--- src/rtl/flash_mode_pkg.sv ---
package flash_mode_pkg;

  typedef enum logic {
    MODE_ARRAY = 1'b0,
    MODE_REGS  = 1'b1
  } acc_mode_e;

  // True when addr falls in the aligned window of 2**aw words at base.
  function automatic logic win_match(input logic [15:0] addr,
                                     input logic [15:0] base,
                                     input int unsigned aw);
    return (addr >> aw) == (base >> aw);
  endfunction

  // True when a window offset selects an implemented control register.
  function automatic logic slot_valid(input logic [15:0] offset,
                                      input int unsigned nreg);
    return 32'(offset) < nreg;
  endfunction

endpackage

--- src/rtl/flash_mode_latch.sv ---
module flash_mode_latch
  import flash_mode_pkg::*;
#(
  parameter int unsigned        IO_AW     = 16,
  parameter logic [IO_AW-1:0]   MODE_ADDR = 16'hFF0F
) (
  input  logic             clk,
  input  logic             rst_n,
  input  logic [IO_AW-1:0] io_addr,
  input  logic             io_rd,
  input  logic             io_wr,
  output logic             sel_rd,
  output acc_mode_e        mode
);

  logic hit;
  logic go_regs;
  logic go_array;

  assign hit      = (io_addr == MODE_ADDR);
  assign go_regs  = hit && io_wr;
  assign go_array = hit && io_rd && !io_wr;
  assign sel_rd   = hit && io_rd;

  always_ff @(posedge clk) begin
    if (!rst_n)        mode <= MODE_ARRAY;
    else if (go_regs)  mode <= MODE_REGS;
    else if (go_array) mode <= MODE_ARRAY;
  end

endmodule

--- src/rtl/flash_win_decode.sv ---
module flash_win_decode
  import flash_mode_pkg::*;
#(
  parameter int unsigned     ADDR_W   = 16,
  parameter int unsigned     WIN_AW   = 6,
  parameter logic [15:0]     WIN_BASE = 16'h4000,
  parameter int unsigned     NREG     = 4,
  localparam int unsigned    IDX_W    = (NREG > 1) ? $clog2(NREG) : 1
) (
  input  logic [ADDR_W-1:0] mem_addr,
  input  logic              mem_rd,
  input  logic              mem_wr,
  input  acc_mode_e         mode,
  output logic              in_win,
  output logic              slot_ok,
  output logic              arr_rd,
  output logic              reg_wr,
  output logic [WIN_AW-1:0] offset,
  output logic [IDX_W-1:0]  reg_idx
);

  assign in_win  = win_match(16'(mem_addr), WIN_BASE, WIN_AW);
  assign offset  = mem_addr[WIN_AW-1:0];
  assign slot_ok = slot_valid(16'(offset), NREG);
  assign reg_idx = offset[IDX_W-1:0];
  assign arr_rd  = in_win && mem_rd && (mode == MODE_ARRAY);
  assign reg_wr  = in_win && mem_wr && (mode == MODE_REGS) && slot_ok;

endmodule

--- src/rtl/flash_ctl_regs.sv ---
module flash_ctl_regs #(
  parameter int unsigned  NREG   = 4,
  parameter int unsigned  DATA_W = 16,
  localparam int unsigned IDX_W  = (NREG > 1) ? $clog2(NREG) : 1
) (
  input  logic                   clk,
  input  logic                   rst_n,
  input  logic                   wr_en,
  input  logic [IDX_W-1:0]       idx,
  input  logic [DATA_W-1:0]      wdata,
  output logic [DATA_W-1:0]      rdata,
  output logic [NREG*DATA_W-1:0] q_flat
);

  logic [DATA_W-1:0] q [NREG];

  for (genvar g = 0; g < NREG; g++) begin : g_reg
    always_ff @(posedge clk) begin
      if (!rst_n)                            q[g] <= '0;
      else if (wr_en && (32'(idx) == 32'(g))) q[g] <= wdata;
    end
    assign q_flat[g*DATA_W +: DATA_W] = q[g];
  end

  always_comb begin
    rdata = '0;
    for (int i = 0; i < NREG; i++)
      if (32'(idx) == 32'(i)) rdata = q[i];
  end

endmodule

--- src/rtl/flash_mode_ctrl.sv ---
module flash_mode_ctrl
  import flash_mode_pkg::*;
#(
  parameter int unsigned     ADDR_W       = 16,
  parameter int unsigned     DATA_W       = 16,
  parameter int unsigned     WIN_AW       = 6,
  parameter logic [15:0]     WIN_BASE     = 16'h4000,
  parameter int unsigned     NREG         = 4,
  parameter logic [15:0]     MODE_IO_ADDR = 16'hFF0F
) (
  input  logic                   clk,
  input  logic                   rst_n,
  input  logic [15:0]            io_addr,
  input  logic                   io_rd,
  input  logic                   io_wr,
  output logic                   io_claim,
  output logic [DATA_W-1:0]      io_rdata,
  input  logic [ADDR_W-1:0]      mem_addr,
  input  logic                   mem_rd,
  input  logic                   mem_wr,
  input  logic [DATA_W-1:0]      mem_wdata,
  output logic [DATA_W-1:0]      mem_rdata,
  output logic                   mem_hit,
  output logic [WIN_AW-1:0]      arr_addr,
  output logic                   arr_rd,
  input  logic [DATA_W-1:0]      arr_rdata,
  output logic                   acc_mode,
  output logic [NREG*DATA_W-1:0] ctl_regs
);

  localparam int unsigned IDX_W = (NREG > 1) ? $clog2(NREG) : 1;

  acc_mode_e         mode;
  logic              mode_regs;
  logic              in_win;
  logic              slot_ok;
  logic              reg_wr;
  logic [WIN_AW-1:0] offset;
  logic [IDX_W-1:0]  reg_idx;
  logic [DATA_W-1:0] reg_rdata;

  flash_mode_latch #(.IO_AW(16), .MODE_ADDR(MODE_IO_ADDR)) u_latch (
    .clk(clk), .rst_n(rst_n), .io_addr(io_addr), .io_rd(io_rd),
    .io_wr(io_wr), .sel_rd(io_claim), .mode(mode)
  );

  flash_win_decode #(.ADDR_W(ADDR_W), .WIN_AW(WIN_AW), .WIN_BASE(WIN_BASE),
                     .NREG(NREG)) u_dec (
    .mem_addr(mem_addr), .mem_rd(mem_rd), .mem_wr(mem_wr), .mode(mode),
    .in_win(in_win), .slot_ok(slot_ok), .arr_rd(arr_rd), .reg_wr(reg_wr),
    .offset(offset), .reg_idx(reg_idx)
  );

  flash_ctl_regs #(.NREG(NREG), .DATA_W(DATA_W)) u_regs (
    .clk(clk), .rst_n(rst_n), .wr_en(reg_wr), .idx(reg_idx),
    .wdata(mem_wdata), .rdata(reg_rdata), .q_flat(ctl_regs)
  );

  assign mode_regs = (mode == MODE_REGS);
  assign acc_mode  = mode_regs;
  assign mem_hit   = in_win;
  assign arr_addr  = offset;
  assign io_rdata  = '0;

  always_comb begin
    mem_rdata = '0;
    if (in_win) begin
      if (!mode_regs)   mem_rdata = arr_rdata;
      else if (slot_ok) mem_rdata = reg_rdata;
    end
  end

endmodule

--- config.mk ---
export PLATFORM = sky130hd
export DESIGN_NAME = flash_mode_ctrl
export DESIGN_NICKNAME = d
export VERILOG_FILES = /design/src/rtl/flash_mode_pkg.sv /design/src/rtl/flash_mode_latch.sv /design/src/rtl/flash_win_decode.sv /design/src/rtl/flash_ctl_regs.sv /design/src/rtl/flash_mode_ctrl.sv
export SDC_FILE = /design/constraint.sdc
export NUM_CORES = 1
export LEC_CHECK = 0
export CORE_MARGIN = 2
export CORE_UTILIZATION = 25
export CTS_BUF_LIST = sky130_fd_sc_hd__clkbuf_16
export CTS_CLUSTER_SIZE = 24
export DETAILED_ROUTE_END_ITERATION = 8
export PLACE_DENSITY = 0.57
export SYNTH_ARGS = -nofsm -noshare
export SYNTH_HDL_FRONTEND = slang
export SYNTH_SLANG_ARGS = --single-unit
--- constraint.sdc ---
create_clock -name clk -period 5.8 [get_ports clk]
set_clock_uncertainty 0.15 [all_clocks]
set_input_delay 0.87 -clock clk [delete_from_list [all_inputs] [get_ports clk]]
set_output_delay 0.87 -clock clk [all_outputs]
set_load 0.01 [all_outputs]
After elaboration in Yosys (flattened, before gate mapping)
Memories as Yosys holds them, arrays and structs flattened. Index checks and enable logic that the tools add are counted.

Register bits: 1. RAM bits: 64. Input port bits: 70. Output and inout port bits: 106. Word-level logic and storage cells: 54. Memories: 1.

Memory list: u_regs.q (words 4, width 16, read ports 4, clocked after memory_dff 0, wr ports 4, line flash_ctl_regs.sv:15) `logic [DATA_W-1:0] q [NREG];`.

Magnitude comparators: 1. Eq/ne operators: 5. Mux-type cells: 26. Bitwise gates (word level): 5. Reductions and logical operators: 15.

Operators with widths (number): $mux W16 (11); $eq A16 B16 Y1 const B (1); $mux W1 (15); $logic_and A1 B1 Y1 (12); $eq A10 B9 Y1 const B (1); $lt A6 B3 Y1 const B (1); $eq A2 B2 Y1 const B (2); $or A1 B1 Y1 (4); $eq A2 B1 Y1 const B (1); $logic_not A2 Y1 (1); $reduce_bool A2 Y1 (1); $logic_not A1 Y1 (1); $not A1 Y1 (1).

Longest topological paths before layout
Depth after elaboration: 9. Depth in mapped cells: 5. Gate-level depth less buffers: 4.

Cells and area by module
From an unflattened synthesis, not the netlist that was laid out.

Cells, all modules: 253. Area, all modules: 3384.5 µm².

By module, submodules not included: flash_ctl_regs (times used 1, cells an instance 184, area each 2782.7 µm², seq. area each 1921.8 µm²); flash_mode_ctrl (times used 1, cells an instance 43, area each 370.4 µm², seq. area each 0.0 µm²); flash_win_decode (times used 1, cells an instance 16, area each 141.4 µm², seq. area each 0.0 µm²); flash_mode_latch (times used 1, cells an instance 10, area each 90.1 µm², seq. area each 20.0 µm²).

Worst setup path after synthesis
Ideal clock, no wire load.

Kind: input-to-reg. Start: input mem_addr[7]. End: memory u_regs.q[3][0], enable pin. Setup time: 0.414 ns. Arrival: 3.064 ns. Required time: 5.236 ns. Path slack: 2.172 ns. Cell stages on the path: 4. Path buffers: 0. Path through: nor4_4 nand4b_4 or2_1 o31ai_1.

RTL lines: start: declaration (line flash_mode_ctrl.sv:18) `input logic [ADDR_W-1:0] mem_addr,`; end: declaration (line flash_ctl_regs.sv:15).

Final worst setup path
Start: input mem_addr[5]. End: output mem_rdata[0].

Word-level cells in the longest chain between the ends: 4.

Ends and longest elaborated chain: $lt A6 B3 Y1 (line flash_mode_pkg.sv:18) `return 32'(offset) < nreg;`; $mux W16 (line flash_mode_ctrl.sv:69) `else if (slot_ok) mem_rdata = reg_rdata;`; $mux W16 (line flash_mode_ctrl.sv:68) `if (!mode_regs) mem_rdata = arr_rdata;`; $mux W16 (line flash_mode_ctrl.sv:67) `if (in_win) begin`; end: declaration (line flash_mode_ctrl.sv:22) `output logic [DATA_W-1:0] mem_rdata,`.

No other way between the ends.

==> out/qor.yml <==
finalPower_mw: 1.16
hold_buffers: 0
yosysSeqAreaShare_pct: 57.2
met2_wirelength_mm: 4.94
synth-edff-count: 64
slew_violations: 0
portBuffers: 159
post_cts_resized: 0
fp.dieW_um: 120
worst_slew_pin_slew_ns: 1.11
relSlewSlack_pct: 26.0
cts.clk_slew.worst_paths_ns: 0.05
cts_buffer_depth: 2
power_density_mw_per_mm2: 217
die_area_mm2: 0.0145
synth-seq-cells: 65
gp_congestion: 0.753
synthArstFlopShare_pct: 0
nets: 450
hpwl_mm: 7.20
rsz0062_at_grt: "no"
synth_area_mm2: 0.00339
postSynthAreaPerCell_um2: 14.9
cts_inserted_buffers: 9
drc: 0
worst_path_most_repeated_cell: "clkdlybuf4s50_1"
root_buffer: "clkbuf_16"
end_kind: "primary output"
ys_warn_count: 0
finalCritPeriodShare_pct: 78.7
fmax_ghz: 0.219
ant_nets: 0
worst_hold_path_type: "flip-flop to flip-flop"
routed_wl_mm: 10.2
vias: 2436
diodes: 0
synth_cell_type_count: 25
cts_max_level: 3
antenna_found_initial: 0
post-cts-setup-buffers: 0
leakage_nw: 1.94
cap_viol_max_count: 0
final.setup.worst_slack_ns: 1.24
grt_overflow_total: 0
placed_cell_area_mm2: 0.00507
layout_min_cycle_time_ns: 4.56
synthCells: 227
critPathTopFamily: "simple AND/OR/NAND/NOR gates"
drive_gt1_share_pct: 11.5
grt_pass1_vias: 2713
drt_iter0_drc: 57
tns_ns: 0
grt_max_degree: 22
ir_drop_uv: 110
routedWlPerCell_um: 18.2
pin_count: 176
insertion_delay_ns: 0.32
startpoint_type: "input pin"
syn_to_final_growth_pct: 57.0
crit_chain: "clkdlybuf4s50_1 -> nor4_1 -> nand2_1 -> nor2_2 -> a22o_1 -> clkdlybuf4s50_1"
crit_fanout: 16
slowest_stage: "nor2_2"
max_stage_delay_ns: 0.78
status: "finished clean"
cts_tree: "yes"
ys.flop_type: "edfxtp_1"
path_buf_inv: 2
core_area_mm2: 0.0132
hold_viol_final: 0
setup_viol: 0
finish.utilization_pct: 40.2
viasPerCell: 4.35
cp.required_ns: 4.78
highest_layer: "met4"
critPathArrivalTime_ns: 3.54
initial_core_util_pct: 25.6
die_h_um: 120
grtUsageTotal_pct: 14.4
grt_pass1_wl_mm: 15.6
final_area_mm2: 0.00533
wl_met1_mm: 4.31
rows: 42
wl_met3_um: 879
cts.sinks: 65
drt-pass1-iter-count: 4
worstSetupPathType: "input pin to primary output"
place_ws_ns: 1.13
worst min-delay path: stages (launching register included):
cell     delay, ns
dfxtp_1       0.34
nand2_1       0.06
o21ai_0       0.06
where the power goes:
group          total (mW)  switching [mW]  leakage, nW  internal (mW)
logic               0.149          0.0605         1.14         0.0882
clock network       0.466           0.186        0.131          0.280
registers           0.540         0.00911        0.668          0.531
total                1.16           0.256         1.94          0.899
per-stage QoR:
| stage | hold WS [ns] | std cells |
|---|---|---|
| 2_1_floorplan | 0.363 | 242 |
| 3_3_place_gp | 0.361 | 545 |
| 3_5_place_dp | 0.357 | 545 |
| 4_1_cts | 0.364 | 560 |
| 5_1_grt | 0.381 | 560 |
| 6_report | 0.358 | 560 |
path summary, 6_finish.rpt:
path,start,to,slack [ns],cells after the start
worst max register to register,u_latch.mode,u_regs.q[3][8],3.19,3
worst max-delay path,mem_addr[5],mem_rdata[0],1.24,6
worst min-delay path,u_latch.mode,u_latch.mode,0.36,2
worst min register to register,u_latch.mode,u_latch.mode,0.36,2
Yosys cell counts, drive strengths merged (4+ instances only):
cell,n,area (um^2)
a22o,16,140
and2,66,413
buf,30,230
edfxtp,64,1920
mux4,16,360
nand2,4,15.0
nor4,8,140
o31ai,4,30.0
cells by family (layout without fill, tap and decap cells):
logic type	count (synthesis)	after routing	synth area share, %
and+or+nand+nor	90	90	19.6
DFF	65	65	57.2
buffers and inverters	34	176	7.23
AOI/OAI and AO/OA	21	21	5.16
muxes	16	16	10.6
other	1	16	0.111
routing by layer:
| metal | global-route usage (%) | vias to the layer above |
|---|---|---|
| met5 | 0 | - |
| met4 | 2.83 | 0 |
| met3 | 4.95 | 6 |
| met2 | 24.0 | 122 |
| met1 | 18.2 | 1180 |
| li1 | - | 1128 |
state kept, by name, indices dropped and copies added, names as in the netlist:
name and flops:
u_latch.mode 1, u_regs.q 64
layout make-up:
class	instances	area, um^2
Inverter	2	7.51
Clock inverter	6	28.8
Tap cell	176	220
Sequential cell	65	1940
Timing Repair Buffer	159	1590
Fill cell	1271	7920
Multi-Input combinational cell	143	1320
Clock buffer	9	225
layout by cell type (no fill, tap or decap):
cell,n
a22o_1,16
and2_1,66
buf_2,1
clkbuf_16,9
clkdlybuf4s50_1,158
clkinv_1,1
clkinv_2,2
clkinvlp_4,1
conb_1,16
dfxtp_1,1
edfxtp_1,64
inv_1,4
mux4_2,16
nand2_1,4
nand2b_1,2
nand3_1,1
nand4_1,2
nand4b_1,1
nand4b_4,1
nor2_2,2
nor4_1,2
nor4_4,6
o21ai_0,1
o31ai_4,4
or2_1,1
or2_2,1
or4b_2,1
(Power assumes the default switching activity.)
